<file path="src/rtl/lsbc_pkg.sv">
package lsbc_pkg;
  localparam int FLAG_N  = 6;
  localparam int F_CARRY = 0;
  localparam int F_ZERO  = 1;
  localparam int F_SIGN  = 2;
  localparam int F_OVF   = 3;
  localparam int F_AUX   = 4;
  localparam int F_PAR   = 5;
  localparam logic [FLAG_N-1:0] DEFINED_MASK = 6'b001111;

  typedef struct packed {
    logic load;
    logic isWide;
    logic fault;
  } ctrlStrobes_t;
endpackage

</file>
<file path="src/rtl/lsbc_ctrl.sv">
module lsbc_ctrl
  import lsbc_pkg::*;
(
  input  logic         clk,
  input  logic         rst,
  input  logic         inValid,
  input  logic         longMode,
  input  logic         legacyMode,
  input  logic         widthBit,
  input  logic         vecLenBit,
  output ctrlStrobes_t strobes
);
  always_comb begin
    strobes.load   = inValid;
    strobes.isWide = longMode & widthBit;
    strobes.fault  = vecLenBit | legacyMode;
  end

  // wide operation never outside 64-bit mode
  a_r3_wide_needs_long: assert property (@(posedge clk) disable iff (rst)
    strobes.isWide |-> longMode);
  // a fault is only raised by an illegal encoding or mode
  a_r7_fault_source: assert property (@(posedge clk) disable iff (rst)
    (!vecLenBit && !legacyMode) |-> !strobes.fault);
endmodule

</file>
<file path="src/rtl/lsbc_datapath.sv">
module lsbc_datapath
  import lsbc_pkg::*;
#(
  parameter int DATA_W = 64
) (
  input  logic              clk,
  input  logic              rst,
  input  ctrlStrobes_t      strobes,
  input  logic [DATA_W-1:0] srcOperand,
  output logic              outValid,
  output logic [DATA_W-1:0] resultData,
  output logic [FLAG_N-1:0] flagsOut,
  output logic [FLAG_N-1:0] flagsDefined,
  output logic              excUndef
);
  localparam int HALF_W = DATA_W / 2;

  logic [DATA_W-1:0] opnd;
  logic [DATA_W-1:0] cleared;
  logic [FLAG_N-1:0] nextFlags;

  always_comb begin
    opnd = strobes.isWide ? srcOperand
                          : {{(DATA_W-HALF_W){1'b0}}, srcOperand[HALF_W-1:0]};
    cleared = opnd & (opnd - 1'b1);
    nextFlags          = '0;
    nextFlags[F_CARRY] = (opnd == '0);
    nextFlags[F_ZERO]  = (cleared == '0);
    nextFlags[F_SIGN]  = strobes.isWide ? cleared[DATA_W-1] : cleared[HALF_W-1];
  end

  always_ff @(posedge clk) begin
    if (rst) begin
      outValid     <= 1'b0;
      excUndef     <= 1'b0;
      resultData   <= '0;
      flagsOut     <= '0;
      flagsDefined <= '0;
    end else begin
      outValid <= strobes.load;
      excUndef <= strobes.load & strobes.fault;
      if (strobes.load) begin
        if (strobes.fault) begin
          resultData   <= '0;
          flagsOut     <= '0;
          flagsDefined <= '0;
        end else begin
          resultData   <= cleared;
          flagsOut     <= nextFlags;
          flagsDefined <= DEFINED_MASK;
        end
      end
    end
  end

  a_r9_valid_latency: assert property (@(posedge clk) disable iff (rst)
    strobes.load |=> outValid);
  a_r9_no_spurious: assert property (@(posedge clk) disable iff (rst)
    !strobes.load |=> !outValid);
  a_r7_fault_suppress: assert property (@(posedge clk) disable iff (rst)
    excUndef |-> (resultData == '0 && flagsDefined == '0));
  a_r6_overflow_clear: assert property (@(posedge clk) disable iff (rst)
    outValid |-> !flagsOut[F_OVF]);
  a_r5_zero_flag: assert property (@(posedge clk) disable iff (rst)
    (outValid && !excUndef) |-> (flagsOut[F_ZERO] == (resultData == '0)));
  a_r2_upper_zero: assert property (@(posedge clk) disable iff (rst)
    (strobes.load && !strobes.isWide) |=> (resultData[DATA_W-1:HALF_W] == '0));
  a_r10_reset_clears: assert property (@(posedge clk)
    rst |=> (!outValid && !excUndef));
endmodule

</file>
<file path="src/rtl/lsb_clear_unit.sv">
module lsb_clear_unit
  import lsbc_pkg::*;
#(
  parameter int DATA_W = 64
) (
  input  logic              clk,
  input  logic              rst,
  input  logic              inValid,
  input  logic [DATA_W-1:0] srcOperand,
  input  logic              longMode,
  input  logic              legacyMode,
  input  logic              widthBit,
  input  logic              vecLenBit,
  output logic              outValid,
  output logic [DATA_W-1:0] resultData,
  output logic [5:0]        flagsOut,
  output logic [5:0]        flagsDefined,
  output logic              excUndef
);
  ctrlStrobes_t strobes;

  lsbc_ctrl u_ctrl (
    .clk(clk), .rst(rst), .inValid(inValid), .longMode(longMode),
    .legacyMode(legacyMode), .widthBit(widthBit), .vecLenBit(vecLenBit),
    .strobes(strobes)
  );

  lsbc_datapath #(.DATA_W(DATA_W)) u_dp (
    .clk(clk), .rst(rst), .strobes(strobes), .srcOperand(srcOperand),
    .outValid(outValid), .resultData(resultData), .flagsOut(flagsOut),
    .flagsDefined(flagsDefined), .excUndef(excUndef)
  );
endmodule

</file>
<file path="config.mk">
export PLATFORM = sky130hd
export DESIGN_NAME = lsb_clear_unit
export DESIGN_NICKNAME = d
export VERILOG_FILES = /design/src/rtl/lsbc_pkg.sv /design/src/rtl/lsbc_ctrl.sv /design/src/rtl/lsbc_datapath.sv /design/src/rtl/lsb_clear_unit.sv
export SDC_FILE = /design/constraint.sdc
export NUM_CORES = 1
export LEC_CHECK = 0
export BUFFER_PORTS_ARGS = -buffer_cell sky130_fd_sc_hd__clkbuf_2
export CORE_MARGIN = 10
export CORE_UTILIZATION = 25
export CTS_CLUSTER_DIAMETER = 200
export DETAILED_ROUTE_END_ITERATION = 6
export REMOVE_ABC_BUFFERS = 1
export SETUP_SLACK_MARGIN = 0.05
export SYNTH_ARGS = -nofsm -noshare
export SYNTH_HDL_FRONTEND = slang
export SYNTH_SLANG_ARGS = --single-unit
</file>
<file path="constraint.sdc">
create_clock -name clk -period 2.78 [get_ports clk]
set_clock_uncertainty 0.1 [all_clocks]
set_input_delay 0.278 -clock clk [delete_from_list [all_inputs] [get_ports clk]]
set_output_delay 0.278 -clock clk [all_outputs]
set_load 0.02 [all_outputs]
</file>
* Word level (Yosys, flattened, before mapping)
Index checks and enable logic that the tools add are counted.
** Word-level totals
- Bits in registers :: 78
- Output and inout port bits :: 78
** Operators by class
- Add/sub/neg operators :: 1
- Muxes and demuxes :: 5
- Bitwise gates (word level) :: 4
- Reduce and logical (&&, ||, !) cells :: 2
** Operators with widths (number)
- zero test 64 bit :: 2
- two-way mux 64 bit :: 2
- AND 64 bit :: 1
- subtractor 64 x 1 -> 64 bit (second input constant) :: 1
- two-way mux 4 bit :: 1
- two-way mux 3 bit :: 1
- AND 1 bit :: 2
- two-way mux 1 bit :: 1
- OR 1 bit :: 1

* Longest topological paths before layout
Gate-level depths: netlist of run 1.
- Depth in word-level cells :: 6
- Mapped depth :: 11
- Gate-level depth less buffers :: 8

* By module
Synthesis of run 1 repeated with hierarchy kept, for this count alone.
** Second synthesis, totals
- Cells, all modules :: 507
- Area total of the unflattened synthesis :: 3809.9 um^2
** By module, submodules not included
- lsbc_datapath :: instances 1, cells an instance 504, area an instance 3789.9 um^2, sequential area each 1381.3 um^2
- lsbc_ctrl :: instances 1, cells an instance 3, area an instance 20.0 um^2, sequential area each 0.0 um^2

* Worst setup path before layout of run 1
No wires, ideal clock.
- Kind :: in2reg
- From :: in srcOperand[5]
- To :: reg u_dp.flagsOut[1]
- Arrival time :: 2840 ps
- Required time :: 2606 ps
- Setup slack :: -234 ps
- Stages :: 10
- Buffers on the path :: 2
- Path through :: clkbuf_1 > nor4_2 > and3_1 > clkbuf_1 > nand4b_1 > or4b_1 > or4_4 > a221oi_2 > nand4_1 > o22ai_2
** On the way
- Longest elaborated chain between the ends :: 5
** RTL lines
- start, declared :: RTL line lsb_clear_unit.sv:9 : input logic [DATA_W-1:0] srcOperand,
- two-way mux 64 bit * :: RTL line lsbc_datapath.sv:23 : opnd = strobes.isWide ? srcOperand
- subtractor 64 x 1 -> 64 bit :: RTL line lsbc_datapath.sv:25 : cleared = opnd & (opnd - 1'b1);
- AND 64 bit * :: RTL line lsbc_datapath.sv:25
- zero test 64 bit * :: RTL line lsbc_datapath.sv:28 : nextFlags[F_ZERO] = (cleared == '0);
- two-way mux 3 bit * :: RTL line lsbc_datapath.sv:43 : if (strobes.fault) begin
- end signal, assigned :: RTL line lsbc_datapath.sv:49 : flagsOut <= nextFlags;
- end, declared :: RTL line lsbc_datapath.sv:12 : output logic [FLAG_N-1:0] flagsOut,
Every way passes the cells marked *; elsewhere a longest branch is shown, timed or not.
A chain may end at the register's enable or synchronous reset.

* Worst setup path after layout of run 1
- From :: in srcOperand[22]
- To :: reg u_dp.flagsOut[1]
The elaborated chain is that of the path after synthesis.

==> metrics.csv, run 1 <==
metric,value,unit
core_area,14600,um^2
rsz0062_at_grt,true,
drc,0,
register_area,1380,um^2
clkLatencyLatePin,340,ps
ios,149,
synthTopCellsByCount,"69 x dfxtp_1, 69 x nor2_1, 40 x nand2_1",
max_slew_margin,49.7,%
ys_ff_latch,69,
path_cells,clkbuf_2 > or4_4 > nand4bb_1 > or4_4 > o41ai_4 > nand4_1 > nor4_2 > a41oi_1 > o22ai_2,
cts_tree,built,
finish.instance_area,5830,um^2
finalCritPeriodShare,101,%
critical_path_arrival,2990,ps
wirelength_met1,7.74,mm
synthArstFlopShare,0,%
top_layer,met4,
netlist.area_leader.share,36.7,%
synth_warnings,0,
finalSetupViolCount,1,
dr.pass1.iters,5,
cpPeakStageDelay,580,ps
vias,4575,
synth_area,3760,um^2
grt_pass1_wl,25.9,mm
die_h,143,um
hold_viol_final,0,
ir_drop,0.000227,V
clkTransAtPathRegs,60,ps
gp_congestion,0.946,
cpLargestDelayFamily,simple AND/OR/NAND/NOR gates,
cts_hold_repair.buffers,0,
multi_input_area,2310,um^2
final_nets,783,
slowest_stage,or4_4,
n_fill_cell,1559,
cp_max_fo,4,
io_buffers,142,
hpwl,13.2,mm
critPathKind,primary input to flop,
cp-end-kind,flop,
yosys_most_used_dff,dfxtp_1,
drive_gt1_share,43.5,%
finalWorstSetupSlack,-40.0,ps
tightest_slew,755,ps
drv_slew,0,
cts.sinks,69,
rows,44,
cts_buffer_depth,2,
ys_seq_area_share,36.7,%
fin_setup_tns,-40.0,ps
avgViaCountPerCell,5.08,
grt_util_all_layers,16.0,%
grt_max_degree,69,
place_inst,883,
first_global_vias,4624,
drt_iter0_drc,427,
grt_overflow,0,
synth-edff-count,0,
failed_checks,setup timing,
dr_wl_met2,7.89,mm
area_growth,55.1,%
yosys.area.top_type,dfxtp_1,
h-tree-depth,3,
root_buffer,clkbuf_16,
ant_nets,0,
fin_cells,901,
drt-wirelength-per-cell,18.7,um
placed_area,5420,um^2
cp_data_required_time,2950,ps
timing.max_cap.violations,0,
die_w,143,um
cts_made_buffers,9,
p_leak,2.51,nW
synthTopCellsByArea,"dfxtp_1 37%, nor2_1 6.9%, a21oi_1 4.5%, a32oi_1 4.4%, nand2_1 4.0%",
fin_crit,2820,ps
wl_met3,917,um
cp-start-kind,primary input,
max_freq,355,MHz
critPathBufInv,1,
synth.distinct_cells,53,
status,"finished, violations left",
avgSynthCellArea,7.95,um^2
die_area,20400,um^2
grt_antenna_before_repair,0,
syn_inst,473,
hold_path_class,primary input to flop,
start_util,25.7,%
totalWireLength,16.9,mm
cpMostUsedCell,or4_4,
power.density,435,nW/um^2
antenna_cells,0,
## kinds of logic (layout without fill, tap and decap cells)
group           count (synthesis)  count (layout)  synth area share (%)
flops                          69              69                  36.7
buf+inv                        44             283                  5.29
compound gates                143             143                  27.7
other cells                     1               6                0.0997
fa+ha+maj                       2               2                 0.532
simple gates                  214             214                  29.6
## state kept, by name (all words and copies together), names as in the netlist
signal             flops
u_dp.flagsDefined      1
u_dp.resultData       63
u_dp.excUndef          1
u_dp.outValid          1
u_dp.flagsOut          3
## final cells by class
type / count / area share [%]
multi-input combinational: 365 / 39.7
clock inverter: 6 / 0.665
clock buffer: 10 / 4.10
timing repair buffer: 260 / 27.5
sequential: 69 / 23.7
tap: 184 / 3.95
inverter: 7 / 0.450
## per-stage QoR
step | setup WS (ps) | hold WS (ps) | power [mW] | utilization [%]
5_1_grt | -130 | 47.2 | 2.64 | 39.8
4_1_cts | 3.81 | 40.3 | 2.55 | 39.4
3_3_place_gp | -426 | 348 | 1.47 | 37.0
6_report | -40.0 | 45.7 | 2.54 | 39.8
3_5_place_dp | -517 | 355 | 1.46 | 37.0
2_1_floorplan | -1110 | 247 | 1.18 | -
## report_power, final
group          total (mW)  switching, mW  internal (mW)  leakage (nW)
Combinational       0.442          0.256          0.186          1.82
Clock                1.08          0.457          0.624         0.134
Sequential           1.02        0.00913           1.01         0.558
## per-layer routing
metal	GRT usage, %	vias up
met5	0	-
met4	5.70	0
met3	3.91	17
met2	25.8	143
met1	20.4	2144
li1	-	2271
## final timing paths
| kind | depth (start not counted) | from | slack (ps) | to |
|---|---|---|---|---|
| worst max-delay path | 9 | srcOperand[22] | -40 | u_dp.flagsOut[1] |
| worst min-delay path | 2 | rst | 50 | u_dp.outValid |
| worst max register to register | 2 | u_dp.resultData[54] | 1980 | u_dp.resultData[54] |
| worst min register to register | 2 | u_dp.resultData[63] | 360 | u_dp.resultData[63] |
## cell usage in the layout, fill, tap and decap left out, drive strengths merged, types with 4 or more instances in the layout
cell type,instances
o2bb2ai,7
or4,11
clkinv,4
nand4,9
a31oi,5
a22oi,13
conb,6
a2bb2oi,6
or2,9
nand2,40
o31ai,14
a21oi,34
nor3,12
buf,119
nor2,69
nor2b,9
and3,4
clkbuf,151
o41ai,5
o21ai,11
or3,13
nand3,13
o211ai,5
a32oi,19
inv,7
dfxtp,69
nor4,15
## repair_timing
item                       4_1_cts  5_1_grt
gates cloned                     0        0
setup endpoints to repair        3        3
resized for setup               15        9
pin swaps                        7        4
setup buffers                    0        2
Note: power is estimated with default switching activity, not from simulation.
==> inputs of run 2 (changes only) <==
Settings changed: ABC_AREA set to 1, TNS_END_PERCENT set to 20.
Clock period 2.78 ns to 3.6 ns, I/O delays scaled along.
==> metrics.csv, run 2 <==
metric,value,unit
status,"finished, final reports clean",
drive_gt1_share,22.1,%
die_h,159,um
top_regs,"u_dp.resultData x63, u_dp.flagsOut x3",
max_freq,391,MHz
drv_slew,0,
die_w,159,um
largest_register_ffs,63,
cts_buffer_depth,2,
dr.pass1.iters,5,
synth-edff-count,0,
cp-end-kind,flop,
hold_path_class,primary input to flop,
critPathKind,primary input to flop,
avgViaCountPerCell,4.50,
cp_data_required_time,3780,ps
core_area,18900,um^2
area_growth,24.3,%
rsz0062_at_grt,false,
synth_warnings,0,
io_buffers,142,
max_slew_margin,47.3,%
first_global_vias,5483,
clkTransAtPathRegs,50,ps
synthTopCellsByArea,"dfxtp_1 29%, nand2_1 19%, nor2_1 11%, nand3_1 8.8%, a21oi_1 7.7%",
hold_viol_final,0,
start_util,25.6,%
post_cts_resized,0,
h-tree-depth,3,
drt_iter0_drc,431,
cts.sinks,69,
fin_crit,2560,ps
yosys_most_used_dff,dfxtp_1,
finalCritPeriodShare,71.0,%
synth.distinct_cells,35,
ys_ff_latch,69,
netlist.area_leader.share,28.5,%
drc,0,
grt_pass1_wl,30.5,mm
r2r_setup_slack,2820,ps
root_buffer,clkbuf_16,
final_cell_mix,"247 x nand2_1, 145 x nor2_1, 142 x clkbuf_2, 85 x nand3_1, 85 x inv_1",
rows,50,
power.density,356,nW/um^2
ys_seq_area_share,28.5,%
cts_hold_repair.buffers,0,
cp_max_fo,29,
cp-start-kind,primary input,
worstSetupEndpoint,u_dp.flagsOut[1],
p_leak,2.88,nW
ant_nets,0,
post-cts-setup-buffers,0,
final_nets,1027,
finalSetupViolCount,0,
vias,5503,
gp_congestion,0.967,
ir_drop,0.000236,V
cts_tree,built,
cts_made_buffers,9,
avgSynthCellArea,5.82,um^2
yosysMostFrequentCell,nand2_1,
totalWireLength,19.6,mm
synthTopCellsByCount,"247 x nand2_1, 146 x nor2_1, 85 x inv_1, 85 x nand3_1, 74 x a21oi_1",
rr_startpoint,u_dp.flagsDefined[2],
yosys.area.top_type,dfxtp_1,
synthArstFlopShare,0,%
placed_area,5690,um^2
fin_util,31.9,%
hpwl,16.3,mm
timing.max_cap.violations,0,
grt_antenna_before_repair,3,
clkLatencyLatePin,350,ps
grt_max_degree,69,
synth_area,4840,um^2
grt_overflow,0,
finish.instance_area,6020,um^2
critical_path_arrival,2740,ps
ios,149,
drt-wirelength-per-cell,16.0,um
crit_start,longMode,
tightest_slew,791,ps
die_area,25300,um^2
final_common_cell,nand2_1,
grt_util_all_layers,15.1,%
fin_setup_tns,0,ps
syn_inst,832,
r2r_end,u_dp.flagsDefined[2],
top_register,u_dp.resultData,
reg2regPathDepth,2,
run 2: layout make-up:
type,count,area (um^2)
fillers,2200,12900
multi-input cells,641,2900
flip-flops and latches,69,1380
repair buffers,147,748
inverters,88,330
well taps,260,325
clock buffers,13,260
clock inverters,3,67.6
diodes,2,5.00
run 2: metal layers:
layer / vias up / GRT usage (%) / wire [um]
met2: 202 / 24.7 / 8800
met5: - / 0 / 13
met3: 23 / 6.12 / 1910
li1: 2860 / - / -
met4: 2 / 3.88 / 313
met1: 2416 / 18.0 / 8540
run 2: cells by family (layout without fill, tap and decap cells):
| logic type | Yosys count | count (layout) | share of synthesized area, % |
|---|---|---|---|
| other | 1 | 8 | 0.0775 |
| buffers and inverters | 127 | 251 | 12.1 |
| flip-flops | 69 | 69 | 28.5 |
| AND/OR/NAND/NOR | 532 | 532 | 47.9 |
| AO/OA/AOI/OAI | 103 | 103 | 11.4 |
run 2: per-stage QoR:
step	power [mW]	setup WS [ps]	hold slack [ps]	instances
after floorplan	1.01	-1210	322	798
after global placement	1.17	826	352	1205
after detailed placement	1.17	740	355	1205
after CTS	2.17	1110	133	1221
after global routing	2.24	820	156	1221
final	2.14	1040	144	1223
run 2: worst min-delay path by stage:
stage                          end                 from  cells after the start  slack [ps]
2_1_floorplan     u_dp.flagsOut[1]                  rst                      1         320
3_3_place_gp   u_dp.resultData[10]  u_dp.resultData[10]                      2         350
3_5_place_dp   u_dp.resultData[27]  u_dp.resultData[27]                      2         350
4_1_cts              u_dp.excUndef              inValid                      3         130
5_1_grt              u_dp.excUndef              inValid                      3         160
6_report             u_dp.excUndef              inValid                      3         140
run 2: critical path, cell delays in order:
cell and delay (ps):
clkbuf_2 310, nand2_4 400, inv_2 230, o21ai_0 160, nand2_1 90, nor2_1 290, nand4_1 240, o21ai_1 220
nand3_1 100, nor2_1 120, nand3_1 100, a21oi_2 110
run 2: power by group:
group | internal (mW) | switching [mW]
sequential | 0.777 | 0.00640
clock | 0.645 | 0.345
combinational | 0.112 | 0.256
total | 1.53 | 0.608
==> inputs of run 3 (changes only) <==
Clock period 3.6 ns to 2.1 ns, I/O delays scaled along.
==> metrics.csv, run 3 (synthesized netlist as in run 2, its figures left out) <==
metric,value,unit
top_register,u_dp.resultData,
die_area,25300,um^2
place_inst,1291,
max_slew_margin,52.9,%
cts_tree,built,
drive_gt1_share,29.3,%
cts.sinks,69,
hold_path_class,primary input to flop,
hpwl,16.7,mm
post-cts-setup-buffers,0,
ios,149,
tightest_slew,707,ps
drt_iter0_drc,355,
cp_data_required_time,2290,ps
finalSetupViolCount,0,
h-tree-depth,3,
dr.pass1.iters,5,
critical_path_arrival,2100,ps
rsz0062_at_grt,false,
hold_viol_final,0,
io_buffers,142,
cts_made_buffers,9,
totalWireLength,20.2,mm
status,"finished, final reports clean",
reg2regPathDepth,2,
finalCritPeriodShare,90.7,%
cts_buffer_depth,2,
top_regs,"u_dp.resultData x63, u_dp.flagsOut x3",
drv_slew,0,
min_from,srcOperand[2],
die_h,159,um
final_common_cell,nand2_1,
fin_util,35.6,%
area_growth,38.9,%
cp_max_fo,7,
max_freq,525,MHz
grt_overflow,0,
crit_start,longMode,
p_leak,3.30,nW
drt-wirelength-per-cell,15.4,um
fin_crit,1910,ps
drc,0,
grt_max_degree,70,
timing.hold.ws,60.3,ps
first_global_vias,5849,
cp-end-kind,flop,
rr_startpoint,u_dp.flagsOut[1],
cp-start-kind,primary input,
ant_nets,0,
r2r_setup_slack,1320,ps
core_area,18900,um^2
vias,5879,
die_w,159,um
largest_register_ffs,63,
final_nets,1114,
root_buffer,clkbuf_16,
rows,50,
timing.max_cap.violations,0,
power.density,540,nW/um^2
grt_util_all_layers,15.5,%
final_cell_mix,"247 x nand2_1, 141 x nor2_1, 141 x clkbuf_2, 87 x buf_4, 85 x inv_1",
fin_cells,1309,
gp_congestion,1.01,
ir_drop,0.000482,V
start_util,25.6,%
grt_pass1_wl,31.7,mm
critPathKind,primary input to flop,
avgViaCountPerCell,4.49,
clkTransAtPathRegs,60,ps
clkLatencyLatePin,350,ps
grt_antenna_before_repair,4,
r2r_end,u_dp.flagsOut[1],
worstSetupEndpoint,u_dp.flagsOut[1],
-- run 3: final cells by class --
type	instances	area [um^2]
inverters	88	330
flip-flops and latches	69	1380
fillers	2170	12200
multi-input cells	641	2930
clock buffers	10	239
well taps	260	325
clock inverters	6	62.6
repair buffers	234	1450
diodes	1	2.50
-- run 3: critical path: stages --
cell and delay, ps:
clkbuf_2 170, buf_12 170, nand3_1 100, buf_4 130, nand2_1 70, nor2_1 140
nand2_1 90, inv_1 120, nand3_2 150, nand2_1 90, nand2_1 80, nor2_1 130
nand3_1 120, nor2_1 110, nand3_1 90, a21oi_2 110
-- run 3: metrics by stage --
stage / total power, mW / cell area (um^2) / worst slack [ps] / TNS, ps
floorplan: 1.73 / 4610 / -2560 / -120830
global placement: 2.09 / 6380 / -229 / -345
detailed placement: 2.09 / 6380 / -178 / -223
CTS: 3.67 / 6690 / 146 / 0
global route: 3.81 / 6720 / 62.1 / 0
finish: 3.63 / 6730 / 195 / 0
-- run 3: how the worst min path moves through the flow --
stage | to | slack, ps | cells after the start
finish | u_dp.resultData[2] | 60 | 3
global route | u_dp.resultData[3] | 70 | 3
CTS | u_dp.resultData[3] | 50 | 3
detailed placement | u_dp.resultData[8] | 350 | 2
global placement | u_dp.resultData[48] | 350 | 2
floorplan | u_dp.flagsOut[1] | 170 | 1
-- run 3: report_power, final --
group	leakage [nW]	internal [mW]	switching, mW
combinational	2.60	0.267	0.462
sequential	0.558	1.33	0.0109
clock	0.140	0.946	0.613
total	3.30	2.54	1.09
-- run 3: per-layer routing --
metal | GRT usage [%] | up-vias | part of all wire (%)
met5 | 0 | - | 0.089
met4 | 4.51 | 2 | 2.0
met3 | 5.29 | 29 | 8.3
met1 | 19.2 | 2593 | 44
met2 | 25.1 | 210 | 46
li1 | - | 3045 | -
-- run 3: repair_timing --
| item | 4_1_cts | 5_1_grt |
|---|---|---|
| gates resized for setup | 0 | 9 |
| setup endpoints to repair | 0 | 1 |
| hold endpoints to repair | 1 | 0 |
| hold buffers | 1 | 0 |
